$ cat config.mk
export PLATFORM = sky130hd
export DESIGN_NAME = crc_errcnt_sequencer
export DESIGN_NICKNAME = d
export VERILOG_FILES = /design/src/rtl/errcnt_pkg.sv /design/src/rtl/errcnt_step_table.sv /design/src/rtl/errcnt_seq_ctrl.sv /design/src/rtl/errcnt_count_pack.sv /design/src/rtl/crc_errcnt_sequencer.sv
export SDC_FILE = /design/constraint.sdc
export NUM_CORES = 1
export LEC_CHECK = 0
export BUFFER_PORTS_ARGS = -buffer_cell sky130_fd_sc_hd__buf_2
export CORE_UTILIZATION = 40
export DETAILED_ROUTE_END_ITERATION = 7
export SLEW_MARGIN = 20
export SYNTH_ARGS = -nofsm -noshare
export SYNTH_HDL_FRONTEND = slang
export SYNTH_SLANG_ARGS = --single-unit
export TNS_END_PERCENT = 20
$ cat constraint.sdc
create_clock -name clk -period 3 [get_ports clk]
set_input_delay 0.15 -clock clk [delete_from_list [all_inputs] [get_ports clk]]
set_output_delay 0.15 -clock clk [all_outputs]
set_load 0.01 [all_outputs]
$ cat src/rtl/errcnt_pkg.sv
package errcnt_pkg;
  localparam int ADDR_W    = 21;
  localparam int DATA_W    = 8;
  localparam int CNT_BYTES = 4;
  localparam int CNT_W     = CNT_BYTES * DATA_W;
  localparam int CFG_STEPS = 5;
  localparam int STEPS     = CFG_STEPS + CNT_BYTES;
  localparam int STEP_W    = $clog2(STEPS);
  localparam int SEL_W     = $clog2(CNT_BYTES);

  localparam logic [ADDR_W-1:0] CRC_EN_ADDR = 21'h00119;

  localparam logic [DATA_W-1:0] GRP_LINK = 8'h02;
  localparam logic [DATA_W-1:0] GRP_E2E  = 8'h03;
  localparam logic [DATA_W-1:0] EVT_LINK = 8'h01;
  localparam logic [DATA_W-1:0] EVT_E2E  = 8'h02;
  localparam logic [DATA_W-1:0] LANE_ALL = 8'h00;
  localparam logic [DATA_W-1:0] ENA_MASK = 8'h1F;
  localparam logic [DATA_W-1:0] ENA_VAL  = 8'h1C;
  localparam logic [DATA_W-1:0] CRC_MASK = 8'h01;

  typedef enum logic [1:0] {
    SEQ_IDLE,
    SEQ_RD_REQ,
    SEQ_RD_WAIT,
    SEQ_WR_REQ
  } seq_state_e;
endpackage

$ cat src/rtl/errcnt_step_table.sv
module errcnt_step_table
  import errcnt_pkg::*;
#(
  parameter int PORT_MAP = 0
) (
  input  logic [STEP_W-1:0] step,
  input  logic              e2e,
  output logic [ADDR_W-1:0] addr,
  output logic [DATA_W-1:0] mask,
  output logic [DATA_W-1:0] val,
  output logic              is_cfg,
  output logic              is_last
);
  logic [ADDR_W-1:0] base;

  generate
    if (PORT_MAP == 0) begin : g_wide
      assign base = 21'h00340;
    end else if (PORT_MAP == 1) begin : g_mid
      assign base = 21'h00308;
    end else begin : g_narrow
      assign base = 21'h002B4;
    end
  endgenerate

  always_comb begin
    addr    = base;
    mask    = '0;
    val     = '0;
    is_cfg  = (step < STEP_W'(CFG_STEPS));
    is_last = (step == STEP_W'(STEPS - 1));
    case (step)
      STEP_W'(0): begin
        addr = CRC_EN_ADDR;
        mask = CRC_MASK;
        val  = CRC_MASK;
      end
      STEP_W'(1): begin
        addr = base + ADDR_W'(3);
        mask = '1;
        val  = e2e ? GRP_E2E : GRP_LINK;
      end
      STEP_W'(2): begin
        addr = base + ADDR_W'(2);
        mask = '1;
        val  = e2e ? EVT_E2E : EVT_LINK;
      end
      STEP_W'(3): begin
        addr = base + ADDR_W'(1);
        mask = '1;
        val  = LANE_ALL;
      end
      STEP_W'(4): begin
        addr = base;
        mask = ENA_MASK;
        val  = ENA_VAL;
      end
      default: begin
        addr = base + ADDR_W'(CNT_BYTES) + ADDR_W'(step) - ADDR_W'(CFG_STEPS);
      end
    endcase
  end
endmodule

$ cat src/rtl/errcnt_seq_ctrl.sv
module errcnt_seq_ctrl
  import errcnt_pkg::*;
(
  input  logic              clk,
  input  logic              rst_n,
  input  logic              start,
  input  logic              e2e_mode,
  input  logic [DATA_W-1:0] mask,
  input  logic [DATA_W-1:0] val,
  input  logic              is_cfg,
  input  logic              is_last,
  input  logic [DATA_W-1:0] mm_rdata,
  input  logic              mm_waitreq,
  input  logic              mm_rvalid,
  output logic [STEP_W-1:0] step,
  output logic              mode_q,
  output logic              busy,
  output logic              mm_read,
  output logic              mm_write,
  output logic [DATA_W-1:0] mm_wdata,
  output logic              cap_en,
  output logic [SEL_W-1:0]  byte_sel,
  output logic              commit
);
  seq_state_e        state;
  logic [STEP_W-1:0] rel;

  always_ff @(posedge clk) begin
    if (!rst_n) begin
      state    <= SEQ_IDLE;
      step     <= '0;
      mode_q   <= 1'b0;
      mm_wdata <= '0;
    end else begin
      case (state)
        SEQ_IDLE: if (start) begin
          step   <= '0;
          mode_q <= e2e_mode;
          state  <= SEQ_RD_REQ;
        end
        SEQ_RD_REQ: if (!mm_waitreq) state <= SEQ_RD_WAIT;
        SEQ_RD_WAIT: if (mm_rvalid) begin
          if (is_cfg) begin
            mm_wdata <= (mm_rdata & ~mask) | (val & mask);
            state    <= SEQ_WR_REQ;
          end else if (is_last) begin
            state <= SEQ_IDLE;
          end else begin
            step  <= step + STEP_W'(1);
            state <= SEQ_RD_REQ;
          end
        end
        SEQ_WR_REQ: if (!mm_waitreq) begin
          step  <= step + STEP_W'(1);
          state <= SEQ_RD_REQ;
        end
        default: state <= SEQ_IDLE;
      endcase
    end
  end

  assign busy     = (state != SEQ_IDLE);
  assign mm_read  = (state == SEQ_RD_REQ);
  assign mm_write = (state == SEQ_WR_REQ);
  assign cap_en   = (state == SEQ_RD_WAIT) && mm_rvalid && !is_cfg;
  assign commit   = cap_en && is_last;
  assign rel      = step - STEP_W'(CFG_STEPS);
  assign byte_sel = rel[SEL_W-1:0];

  // an idle start launches a read on the next cycle
  assert_start_launch_R1: assert property (@(posedge clk) disable iff (!rst_n)
    (!busy && start) |=> (busy && mm_read));
  // a write only ever begins right after returned read data
  assert_write_after_read_R3: assert property (@(posedge clk) disable iff (!rst_n)
    (mm_write && !$past(mm_write)) |-> $past(mm_rvalid));
  assert_no_overlap_R3: assert property (@(posedge clk) disable iff (!rst_n)
    !(mm_read && mm_write));
  // stalled commands keep their content
  assert_read_hold_R6: assert property (@(posedge clk) disable iff (!rst_n)
    (mm_read && mm_waitreq) |=> mm_read);
  assert_write_hold_R6: assert property (@(posedge clk) disable iff (!rst_n)
    (mm_write && mm_waitreq) |=> (mm_write && $stable(mm_wdata)));
  // a start during a run does not re-latch the mode
  assert_busy_start_ignored_R10: assert property (@(posedge clk) disable iff (!rst_n)
    (busy && start) |=> $stable(mode_q));
endmodule

$ cat src/rtl/errcnt_count_pack.sv
module errcnt_count_pack
  import errcnt_pkg::*;
(
  input  logic              clk,
  input  logic              rst_n,
  input  logic              cap_en,
  input  logic [SEL_W-1:0]  byte_sel,
  input  logic [DATA_W-1:0] byte_in,
  input  logic              commit,
  output logic [CNT_W-1:0]  count,
  output logic              done
);
  logic [CNT_W-1:0] next_word;

  generate
    for (genvar i = 0; i < CNT_BYTES; i++) begin : g_lane
      logic [DATA_W-1:0] shadow;
      logic              hit;
      assign hit = cap_en && (byte_sel == SEL_W'(i));
      always_ff @(posedge clk) begin
        if (!rst_n) shadow <= '0;
        else if (hit) shadow <= byte_in;
      end
      assign next_word[i*DATA_W +: DATA_W] = hit ? byte_in : shadow;
    end
  endgenerate

  always_ff @(posedge clk) begin
    if (!rst_n) begin
      count <= '0;
      done  <= 1'b0;
    end else begin
      done <= commit;
      if (commit) count <= next_word;
    end
  end

  // completion is a single-cycle pulse
  assert_done_single_R9: assert property (@(posedge clk) disable iff (!rst_n)
    done |=> !done);
  // the result only moves when completion is flagged
  assert_count_held_R9: assert property (@(posedge clk) disable iff (!rst_n)
    !done |-> $stable(count));
endmodule

$ cat src/rtl/crc_errcnt_sequencer.sv
module crc_errcnt_sequencer
  import errcnt_pkg::*;
#(
  parameter int PORT_MAP = 0
) (
  input  logic              clk,
  input  logic              rst_n,
  input  logic              start,
  input  logic              e2e_mode,
  output logic              busy,
  output logic              done,
  output logic [CNT_W-1:0]  err_count,
  output logic [ADDR_W-1:0] mm_addr,
  output logic              mm_read,
  output logic              mm_write,
  output logic [DATA_W-1:0] mm_wdata,
  input  logic [DATA_W-1:0] mm_rdata,
  input  logic              mm_waitreq,
  input  logic              mm_rvalid
);
  logic [STEP_W-1:0] step;
  logic              mode_q;
  logic [DATA_W-1:0] mask;
  logic [DATA_W-1:0] val;
  logic              is_cfg;
  logic              is_last;
  logic              cap_en;
  logic [SEL_W-1:0]  byte_sel;
  logic              commit;

  errcnt_step_table #(.PORT_MAP(PORT_MAP)) u_table (
    .step    (step),
    .e2e     (mode_q),
    .addr    (mm_addr),
    .mask    (mask),
    .val     (val),
    .is_cfg  (is_cfg),
    .is_last (is_last)
  );

  errcnt_seq_ctrl u_ctrl (
    .clk        (clk),
    .rst_n      (rst_n),
    .start      (start),
    .e2e_mode   (e2e_mode),
    .mask       (mask),
    .val        (val),
    .is_cfg     (is_cfg),
    .is_last    (is_last),
    .mm_rdata   (mm_rdata),
    .mm_waitreq (mm_waitreq),
    .mm_rvalid  (mm_rvalid),
    .step       (step),
    .mode_q     (mode_q),
    .busy       (busy),
    .mm_read    (mm_read),
    .mm_write   (mm_write),
    .mm_wdata   (mm_wdata),
    .cap_en     (cap_en),
    .byte_sel   (byte_sel),
    .commit     (commit)
  );

  errcnt_count_pack u_pack (
    .clk      (clk),
    .rst_n    (rst_n),
    .cap_en   (cap_en),
    .byte_sel (byte_sel),
    .byte_in  (mm_rdata),
    .commit   (commit),
    .count    (err_count),
    .done     (done)
  );

  // a stalled read keeps its address
  assert_addr_hold_R6: assert property (@(posedge clk) disable iff (!rst_n)
    (mm_read && mm_waitreq) |=> $stable(mm_addr));
  // completion coincides with the end of the run
  assert_done_idle_R9: assert property (@(posedge clk) disable iff (!rst_n)
    done |-> !busy);
  // nothing is issued outside a run
  assert_idle_quiet_R11: assert property (@(posedge clk) disable iff (!rst_n)
    !busy |-> (!mm_read && !mm_write));
endmodule

Word level (Yosys, flattened, before mapping)
Index checks and enable logic that the tools add are counted.
{ "op_classes": {"n_bitwise": 4, "order_cmp": 1, "reduce_logical": 18, "n_addsub": 4, "eq_ne": 17, "muxes": 22} }
{ "ops": {"columns": ["cell", "n"], "rows": [
  ["$pmux 21 s5", 1],
  ["$mux 8", 4],
  ["$pmux 8 s4", 1],
  ["$pmux 8 s3", 1],
  ["$sub 21x3->21 const B", 1],
  ["$mux 4", 5],
  ["$and 8x8->8", 2],
  ["$mux 2", 6],
  ["$ne 2x2->1 const B", 6],
  ["$pmux 4 s3", 1],
  ["$add 10x4->11 const A", 1],
  ["$eq 2x2->1 const B", 4],
  ["$eq 4x2->1 const B", 2],
  ["$not 8->8", 1],
  ["$or 8x8->8", 1],
  ["$pmux 2 s4", 1],
  ["$logic_and 1x1->1", 7],
  ["$reduce_and 6->1", 1],
  ["$add 4x1->4 const B", 1],
  ["$eq 2x1->1 const B", 2],
  ["$eq 4x1->1 const B", 1],
  ["$eq 4x3->1 const B", 1],
  ["$eq 4x4->1 const B", 1],
  ["$logic_not 2->1", 2],
  ["other kinds (11)", 12]
]} }
{ "totals": {"inputBits": 14, "regBits": 80, "word_cells": 76, "output_inout_bits": 65} }

Longest topological paths before layout
Gate-level depths: netlist of the first run.
{ "logic_depth": {"word_depth": 6, "depth_mapped": 9, "ltp_nobuf": 6} }

Hierarchy
Synthesis of the first run repeated with hierarchy kept, for this count alone.
{ "unflattened": {"hier_cells": 383, "hier_area_um2": 3583.4} }
{ "by_module_without_submodules": {"columns": ["module", "cells_per_inst", "area_per_inst_um2", "instances", "seq_area_each_um2"], "rows": [
  ["errcnt_count_pack", 215, 2255.9, 1, 1301.2],
  ["errcnt_seq_ctrl", 94, 829.5, 1, 300.3],
  ["errcnt_step_table", 74, 498.0, 1, 0.0]
]} }

Worst setup path after synthesis of the first run
No wires, ideal clock.
{ "synth_path": {"kind": "register to register", "startpoint": "register u_ctrl.step[3]", "endpoint": "register u_pack.count[6]", "t_required_ns": 2.877, "synth_period_minus_slack_ns": 2.080, "n_path_buf": 2, "stages_incl_launch_ff": 9, "setup_ns": 0.123, "path_slack_ns": 0.920, "arrival_time_ns": 1.957, "path_cell_list": "dfxtp_1 buf_2 inv_1 ha_1 nor2b_2 buf_6 o211ai_4 mux2i_1 a21oi_2"} }
{ "synth_between": {"elab_chain_len": 5, "elab_cells_between_ends": 7, "classes_between": "order compare: 1; eq/ne: 1; mux: 1; reduce/logical: 4"} }
{ "synth_rtl": {"columns": ["element", "line", "rtl"], "rows": [
  ["from (decl)", "errcnt_seq_ctrl.sv:15", "output logic [STEP_W-1:0] step,"],
  ["from (signal assigned)", "errcnt_seq_ctrl.sv:49", "step <= step + STEP_W'(1);"],
  ["from (signal assigned)", "errcnt_seq_ctrl.sv:54", "step <= step + STEP_W'(1);"],
  ["$lt 4x3->1", "errcnt_step_table.sv:30", "is_cfg = (step < STEP_W'(CFG_STEPS));"],
  ["$logic_not 1->1", "errcnt_seq_ctrl.sv:65", "assign cap_en = (state == SEQ_RD_WAIT) && mm_rvalid && !is_cfg;"],
  ["$logic_and 1x1->1", "errcnt_seq_ctrl.sv:65", null],
  ["$logic_and 1x1->1", "errcnt_count_pack.sv:19", "assign hit = cap_en && (byte_sel == SEL_W'(i));"],
  ["$mux 8", "errcnt_count_pack.sv:24", "assign next_word[i*DATA_W +: DATA_W] = hit ? byte_in : shadow;"],
  ["to (signal assigned)", "errcnt_count_pack.sv:34", "if (commit) count <= next_word;"],
  ["to (decl)", "errcnt_count_pack.sv:10", "output logic [CNT_W-1:0] count,"]
]} }
Parallel ways exist; a longest one is shown, timed or not.
A chain may end at the register's enable or synchronous reset.

Final worst setup path of the first run
{ "layout_path": {"startpoint": "register u_ctrl.step[0]", "endpoint": "output mm_addr[1]"} }
{ "layout_between": {"elab_chain_len": 3, "elab_cells_between_ends": 8, "classes_between": "add/sub: 2; eq/ne: 4; mux: 1; reduce/logical: 1"} }
{ "layout_rtl": {"columns": ["element", "line", "rtl"], "rows": [
  ["$add 10x4->11", "errcnt_step_table.sv:59", "addr = base + ADDR_W'(CNT_BYTES) + ADDR_W'(step) - ADDR_W'(CFG_STEPS);"],
  ["$sub 21x3->21", "errcnt_step_table.sv:59", null],
  ["$pmux 21 s5 *", "errcnt_step_table.sv:32", "case (step)"],
  ["to (decl)", "crc_errcnt_sequencer.sv:13", "output logic [ADDR_W-1:0] mm_addr,"]
]} }
Every way passes the cells marked *; elsewhere a longest branch is shown, timed or not.

==> flow_summary.yaml, run 1 <==
synthesis:
  yosys_warnings: 0
  async_flop_share: 0
  post-synth-top-area-cell: "dfxtp_1"
  syn_avg_cell_area_um2: 9.435
  ys_top_cells_by_area: "dfxtp_1, mux2i_1, ha_1"
  syn_area_um2: 3349
  netlist_instances: 355
  yosys.cell_types.count: 49
  synth_top_area_frac: 0.4303
  ys_seq_area_frac: 0.4303
  synth_most_common_cell: "dfxtp_1"
  synth_common_cells: "dfxtp_1, nand2_1, nor2_1"
  ys_ff_latch: 72
  synth_edf_count: 0
  ys_dominant_reg_cell: "dfxtp_1"
finish:
  multiInputGateArea_um2: 1655
  n_antenna_cell: 0
  finish.utilization: 0.4699
  area_growth_pct: 14.68
  drive_above_1_share: 0.2708
  ff_latch_area_um2: 1441
  finalNetCount: 448
  final_area_um2: 3841
  fill_cells: 828
min_path:
  hp-class: "in -> reg"
pwr:
  peakVddDrop_v: 0.0002547
  p_sw_uw: 556.0
  power_density_nw_per_um2: 522.3
  p_int_mw: 1.450
  p_seq_frac: 0.488
  pwr-share-clk: 0.379
  p_comb_frac: 0.134
  p_sw_frac: 0.2771
  power.leakage_nw: 1.870
  finalPower_mw: 2.006
drt:
  vias: 2604
  drtAntennaViolNets: 0
  wl_per_cell_um: 13.69
  vias_per_cell: 4.951
  firstDrtPassIters: 4
  drtIter0Drc: 116
  wl_mm: 7.202
  drc: 0
job:
  cap_violations: 0
critical_path:
  crit_path_top_delay_cell: "dfxtp_1"
  crit_chain: "inv_1 -> ha_1 -> o31ai_2 -> and2_1 -> nand2_1 -> o21ai_1 -> buf_2"
  cp.required_ns: 2.85
  crit_path_max_incr_delay_ns: 0.49
  cp-start-kind: "flop"
  end_kind: "output pin"
  crit_type: "reg -> out"
  path_max_fanout: 8
  arrival_ns: 2.42
global_route:
  grt.busiest_layer: "met2"
  gr-total-overflow: 0
  met1_usage: 0.2364
  grt_max_degree: 33
  grt_pass1_wl_mm: 11.67
  antenna_found_initial: 0
  first_global_vias: 2402
  globalRouteMet2Util: 0.2794
  grt_util_met3: 0.02764
  grtUsageTotal: 0.1742
floorplanning:
  die-area_um2: 8743
  start_util: 0.4097
  ios: 79
  fp-row-count: 33
  die_width_um: 93.51
  die_h_um: 93.51
  core_area_um2: 8175
clocking:
  cts_resized: 0
  cts_buffers: 9
  hold_buffers: 0
  ctsLongestPathBuffers: 2
  clk_pin_slew_worst_paths_ns: 0.08
  cts_post_setup_buffers_inserted: 0
  cts_sinks: 72
  cts_tree: "done"
  clk_latency_ns: 0.34
  h-tree-depth: 3
  root_buffer: "clkbuf_8"
timing:
  clock.fmax_ghz: 0.3893
  rsz0062_at_grt: "no"
  setup_tns_ns: 0
  final.min_clock_period_ns: 2.569
  worst_pin_slew_ns: 0.9580
  clock_skew_ns: 0.007655
  hold_viol: 0
  layout_setup_ws_ns: 0.4313
  post-route-period-util: 0.8562
  relSlewSlack: 0.3607
  report.final.setup_viol: 0
  final_max_slew_viol_count: 0
status:
  status: "complete, no violations"
place:
  hpwlAfterDp_mm: 5.134
  pre_cts_slack_ns: 0.6535
  placedInstanceArea_um2: 3645
  gp_congestion: 0.8043
  io_buffers: 65
[logic make-up (layout without fill, tap and decap cells)]
group | Yosys count | count (layout) | share of synthesized area
DFF | 72 | 72 | 0.4303
buffers and inverters | 42 | 97 | 0.08778
and+or+nand+nor | 91 | 91 | 0.1274
other | 2 | 13 | 0.002242
muxes | 25 | 25 | 0.07508
adders and majority gates | 18 | 18 | 0.06724
xor gates and xnor gates | 3 | 3 | 0.007846
AOI/OAI and AO/OA | 102 | 102 | 0.2021
[worst max-delay path: cells and delay by family (launching register included)]
kind | cells | cell delay, ns
adders and majority gates | 1 | 0.28
and+or+nand+nor | 2 | 0.41
DFF | 1 | 0.49
AOI/OAI and AO/OA | 2 | 0.57
buffers and inverters | 2 | 0.32
[state kept, by name, summed over array words and instances (netlist names)]
signal / flops
u_pack.done: 1
u_pack.count: 32
u_ctrl.step: 4
u_ctrl.mode_q: 1
u_pack.g_lane.shadow: 24
u_ctrl.mm_wdata: 8
u_ctrl.state: 2
[metrics by stage]
stage	hold slack [ns]	instances
floorplan	0.2860	366
global placement	0.4069	510
detailed placement	0.4133	510
CTS	0.04626	526
global route	0.07148	526
finish	0.05302	526
[power by group through the flow]
stage / logic (mW) / clock network, mW / registers, mW
final: 0.268 / 0.760 / 0.979
after global routing: 0.303 / 0.820 / 0.981
after CTS: 0.271 / 0.776 / 0.978
after detailed placement: 0.270 / 0 / 1.00
after global placement: 0.269 / 0 / 1.00
after floorplan: 0.194 / 0 / 0.998
[layer usage]
metal  vias to the layer above  wire length (µm)
li1                       1322                 -
met1                      1211              3592
met2                        61              3224
met3                        10               283
met4                         0               101
met5                         -                 0
[final timing paths]
path | start | to | depth (start not counted) | slack (ns)
worst max-delay path | u_ctrl.step[0]$_SDFFE_PN0P_ | mm_addr[1] | 7 | 0.43
worst min-delay path | e2e_mode | u_ctrl.mode_q$_SDFFE_PN0P_ | 3 | 0.05
worst max register to register | u_ctrl.step[0]$_SDFFE_PN0P_ | u_ctrl.step[3]$_SDFFE_PN0P_ | 7 | 0.61
worst min register to register | u_pack.count[31]$_SDFFE_PN0P_ | u_pack.count[31]$_SDFFE_PN0P_ | 2 | 0.46
[final cells by class]
class,count,area share
multi-input combinational,252,0.4309
sequential,72,0.3752
timing repair buffer,70,0.09772
tap,105,0.03420
clock buffer,10,0.03322
clock inverter,6,0.01792
inverter,11,0.01075
[placed cells by master, fill, tap and decap left out, drive strengths merged, types with 7 or more instances in the layout]
cell,n
nor2,31
dfxtp,72
ha,18
nand2,35
inv,12
conb,13
clkbuf,10
buf,70
mux2i,24
a21oi,44
o21ai,40
nand3,7
Power figures use the tool's default switching activity.
==> run 2, diff against run 1 <==
clock period = 2.2 ns   (was 3 ns; I/O delays follow)
==> run 2 against run 1 <==
  * Critical path depth is 1 higher
  * Power is 46% higher
  * Flip-flop and latch count stayed put
  * Final cell count is 1.3% higher
  * Final area is 3.0% higher
  * Worst hold slack worse by 0.030 ns
  * Utilization is 1.4 points higher
  * Critical path type unchanged
  * Critical endpoint is now mm_addr[0]
  * Highest routed layer unchanged
==> flow_summary.yaml, run 2 (synthesis results as in run 1) <==
place:
  pre_cts_slack_ns: 0.1259
  io_buffers: 65
  gp_congestion: 0.7932
  dp.cells: 515
  hpwlAfterDp_mm: 5.231
  placedInstanceArea_um2: 3695
global_route:
  first_global_vias: 2362
  grtUsageTotal: 0.1773
  grt_max_degree: 57
  antenna_found_initial: 0
  gr-total-overflow: 0
  grt_pass1_wl_mm: 11.81
finish:
  final_area_um2: 3958
  multiInputGateArea_um2: 1667
  layout_common_cells: "dfxtp_1, buf_2, nand2_1"
  fill_cells: 832
  drive_above_1_share: 0.2944
  largest_reg_flops: 32
  ff_latch_area_um2: 1446
  top_register: "u_pack.count"
  reg_top3: "u_pack.count (32), u_pack.g_lane.shadow (24), u_ctrl.mm_wdata (8)"
  n_antenna_cell: 0
  finalNetCount: 455
  finish.utilization: 0.4841
  area_growth_pct: 18.15
  instances_no_fill: 533
  layout_commonest_cell: "dfxtp_1"
clocking:
  cts_tree: "done"
  root_buffer: "clkbuf_8"
  cts_sinks: 72
  cts_buffers: 9
  h-tree-depth: 3
  ctsLongestPathBuffers: 2
  clk_latency_ns: 0.34
  clk_pin_slew_worst_paths_ns: 0.07
critical_path:
  cp_num_buf_inv: 4
  cp.required_ns: 2.09
  crit_path_max_incr_delay_ns: 0.38
  startpoint: "u_ctrl.step[1]$_SDFFE_PN0P_"
  path_common_cell: "buf_4"
  crit_path_top_delay_cell: "dfxtp_4"
  end_kind: "output pin"
  crit_chain: "inv_1 -> buf_4 -> ha_2 -> o31ai_2 -> buf_4 -> nand2_1 -> o22ai_2 -> buf_2"
  path_max_fanout: 7
  crit_type: "reg -> out"
  crit_family: "buffers and inverters"
  arrival_ns: 1.94
  cp-start-kind: "flop"
  r2r-start: "u_ctrl.step[1]$_SDFFE_PN0P_"
pwr:
  power_density_nw_per_um2: 742.4
  peakVddDrop_v: 0.0004797
  power.leakage_nw: 1.936
  p_seq_frac: 0.452
  p_sw_frac: 0.2549
  pwr-share-clk: 0.404
  p_sw_uw: 749.0
  p_comb_frac: 0.144
  p_int_mw: 2.189
min_path:
  hp-class: "in -> reg"
  hp-start: "e2e_mode"
timing:
  hold_viol: 0
  layout_setup_ws_ns: 0.1536
  report.final.setup_viol: 0
  clock.fmax_ghz: 0.4887
  final_max_slew_viol_count: 0
  final.min_clock_period_ns: 2.046
  setup_tns_ns: 0
  relSlewSlack: 0.5874
  post-route-period-util: 0.9302
  clock_skew_ns: 0.008008
  worst_pin_slew_ns: 0.6171
  rsz0062_at_grt: "no"
floorplanning:
  die-area_um2: 8743
  die_width_um: 93.51
  ios: 79
  start_util: 0.4097
  die_h_um: 93.51
  fp-row-count: 33
  core_area_um2: 8175
drt:
  vias_per_cell: 4.938
  drtIter0Drc: 90
  drtAntennaViolNets: 0
  vias: 2632
  wl_mm: 7.448
  wl_per_cell_um: 13.97
  firstDrtPassIters: 4
  drc: 0
status:
  status: "complete, no violations"
job:
  cap_violations: 0
[run 2: layout make-up]
class                      count  share of cell area
sequential                    72              0.3655
clock buffer                  12             0.03920
tap                          105             0.03320
timing repair buffer          77              0.1113
multi-input combinational    252              0.4211
inverter                      11             0.01043
clock inverter                 4             0.01929
[run 2: per-stage QoR]
| step | hold slack (ns) | power (mW) |
|---|---|---|
| floorplan | 0.2460 | 1.626 |
| global placement | 0.3669 | 1.759 |
| detailed placement | 0.3710 | 1.763 |
| CTS | 0.01116 | 2.942 |
| global route | 0.02925 | 3.061 |
| finish | 0.02315 | 2.938 |
[run 2: layer usage]
metal	part of all wire	track usage
met1	0.48	0.2329
met2	0.47	0.2855
met3	0.040	0.04472
met4	0.0087	0.05385
met5	0	0
[run 2: power groups by stage]
| stage | Combinational, mW | Sequential, mW | Clock, mW |
|---|---|---|---|
| after floorplan | 0.265 | 1.36 | 0 |
| after global placement | 0.400 | 1.36 | 0 |
| after detailed placement | 0.404 | 1.36 | 0 |
| after CTS | 0.407 | 1.33 | 1.21 |
| after global routing | 0.471 | 1.33 | 1.26 |
| final | 0.423 | 1.33 | 1.19 |
[run 2: worst reg2reg max path, delay by kind of cell, from the launching register on]
kind	cells	cell delay, ns
adder cells (fa/ha/maj)	1	0.23
AO/OA/AOI/OAI	2	0.30
flip-flops	1	0.38
AND/OR/NAND/NOR	2	0.95
buffers and inverters	1	0.06
[run 2: worst paths after layout]
| kind | slack, ns | endpoint | cells after the start |
|---|---|---|---|
| min | 0.02 | u_ctrl.mode_q$_SDFFE_PN0P_ | 3 |
| max reg2reg | 0.22 | u_ctrl.step[3]$_SDFFE_PN0P_ | 6 |
| max | 0.15 | mm_addr[0] | 8 |
| min reg2reg | 0.46 | u_pack.count[31]$_SDFFE_PN0P_ | 2 |
[run 2: timing repair]
item                                    4_1_cts  5_1_grt
pin swaps                                     0        1
gates resized for setup                       1        8
hold endpoints to repair                      0        0
buffers inserted                              0        2
hold buffers                                  0        0
endpoints found under the setup margin        3       48
==> run 3, diff against run 2 <==
CORE_MARGIN = 1.5   (was not set)
clock period = 1.9 ns   (was 2.2 ns; I/O delays follow)
==> run 3 against run 2 <==
  * Combinational power up 30%
  * Clock skew shrank 0.0014 ns
  * Largest cell class unchanged
  * Non-clock buffer count is 15 higher
  * Final cell count is 2.8% higher
  * Power increased by 30%
  * Via count up 4.1%
  * Register-to-register slack worse by 0.13 ns
  * First-iteration DRC count grew 22%
  * Largest power group is now the clock network
  * Setup slack worse by 0.12 ns
==> flow_summary.yaml, run 3 (synthesis results as in run 1) <==
critical_path:
  crit_type: "reg -> out"
  r2r_end: "u_pack.count[3]$_SDFFE_PN0P_"
  end_kind: "output pin"
  cp.required_ns: 1.80
  r2r-start: "u_ctrl.step[3]$_SDFFE_PN0P_"
  path_max_fanout: 6
  cp-start-kind: "flop"
  arrival_ns: 1.77
  worstRegToRegCells: 8
  reg2reg_slack_ns: 0.09
floorplanning:
  ios: 79
  die_h_um: 94.51
  core_area_um2: 8175
  start_util: 0.4097
  die_width_um: 94.51
  die-area_um2: 8931
  fp-row-count: 33
drt:
  vias: 2740
  vias_per_cell: 5.000
  firstDrtPassIters: 4
  drc: 0
  drtIter0Drc: 110
  wl_mm: 8.040
  wl_per_cell_um: 14.67
  drtAntennaViolNets: 0
timing:
  hold_viol: 0
  post-route-period-util: 0.9810
  final_max_slew_viol_count: 0
  hold_slack_ns: 0.03743
  rsz0062_at_grt: "yes"
  clock_skew_ns: 0.006558
  worst_pin_slew_ns: 0.5117
  setup_tns_ns: 0
  relSlewSlack: 0.6589
  report.final.setup_viol: 0
  clock.fmax_ghz: 0.5365
  final.min_clock_period_ns: 1.864
  layout_setup_ws_ns: 0.03614
finish:
  finish.utilization: 0.5242
  finalNetCount: 470
  area_growth_pct: 27.94
  drive_above_1_share: 0.3476
  top_register: "u_pack.count"
  instances_no_fill: 548
  layout_common_cells: "dfxtp_1, buf_2, nand2_1"
  reg_top3: "u_pack.count (32), u_pack.g_lane.shadow (24), u_ctrl.mm_wdata (8)"
  fill_cells: 784
  n_antenna_cell: 0
  final_area_um2: 4285
  largest_reg_flops: 32
  layout_commonest_cell: "dfxtp_1"
place:
  placedInstanceArea_um2: 3756
  gp_congestion: 0.8249
  hpwlAfterDp_mm: 5.426
  pre_cts_slack_ns: 0.03490
  dp.cells: 521
  io_buffers: 65
clocking:
  clk_latency_ns: 0.34
  root_buffer: "clkbuf_8"
  cts_sinks: 72
  cts_buffers: 9
  cts_tree: "done"
  ctsLongestPathBuffers: 2
  clk_pin_slew_worst_paths_ns: 0.08
  h-tree-depth: 3
pwr:
  peakVddDrop_v: 0.0005396
  finalPower_mw: 3.815
  power_density_nw_per_um2: 890.3
  power.leakage_nw: 2.076
min_path:
  hold_path_depth: 3
  holdPathEnd: "u_ctrl.mode_q$_SDFFE_PN0P_"
  hp-start: "start"
  hp-class: "in -> reg"
global_route:
  first_global_vias: 2473
  grt_max_degree: 39
  grt_pass1_wl_mm: 12.25
  gr-total-overflow: 0
  grtUsageTotal: 0.1782
  antenna_found_initial: 0
job:
  cap_violations: 0
status:
  status: "complete, no violations"
## run 3: repair_timing
action	CTS	global route
pin swaps	2	8
cloned	0	1
endpoints found under the setup margin	8	32
hold buffers	1	0
resized for setup	15	16
hold endpoints to repair	1	0
buffers inserted	1	8
## run 3: how the worst max path moves through the flow
| stage | from | end | slack (ns) | depth (start not counted) |
|---|---|---|---|---|
| 5_1_grt | u_ctrl.step[1]$_SDFFE_PN0P_ | mm_addr[1] | -0.05 | 7 |
| 6_report | u_ctrl.step[1]$_SDFFE_PN0P_ | mm_addr[1] | 0.04 | 7 |
| 3_3_place_gp | u_ctrl.step[3]$_SDFFE_PN0P_ | u_pack.count[0]$_SDFFE_PN0P_ | 0.09 | 7 |
| 4_1_cts | u_ctrl.step[0]$_SDFFE_PN0P_ | mm_addr[1] | 0.002 | 7 |
| 2_1_floorplan | u_ctrl.step[3]$_SDFFE_PN0P_ | u_pack.count[6]$_SDFFE_PN0P_ | 0.01 | 8 |
| 3_5_place_dp | u_ctrl.state[0]$_SDFFE_PN0P_ | u_ctrl.step[3]$_SDFFE_PN0P_ | 0.03 | 6 |
## run 3: worst max-delay path, cell delays in order, from the launching register on
cell     delay (ns)
dfxtp_2        0.33
buf_6          0.13
ha_4           0.17
o31ai_4        0.26
and2_4         0.22
nand2_2        0.06
o21ai_1        0.13
buf_2          0.14
## run 3: area by class of cell
cell class | instances | area, µm² | area share
multi-input cells | 252 | 1745 | 0.4073
clock buffers | 9 | 123.9 | 0.02891
clock inverters | 7 | 167.7 | 0.03912
repair buffers | 92 | 625.6 | 0.1460
inverters | 11 | 41.29 | 0.009635
well taps | 105 | 131.4 | 0.03066
flip-flops and latches | 72 | 1450 | 0.3384
## run 3: where the power goes
part | internal, mW | leakage [nW] | switching (mW)
Combinational | 0.229 | 1.35 | 0.321
Clock | 1.14 | 0.144 | 0.583
Sequential | 1.52 | 0.583 | 0.0160
Total | 2.89 | 2.08 | 0.920
## run 3: per-layer routing
layer  track usage  routed length, µm  vias to the layer above
met5             0                  0                        -
met2        0.2878               3764                       71
met1        0.2351               3826                     1298
li1              -                  -                     1366
met4       0.03731                 40                        0
met3       0.05395                409                        5
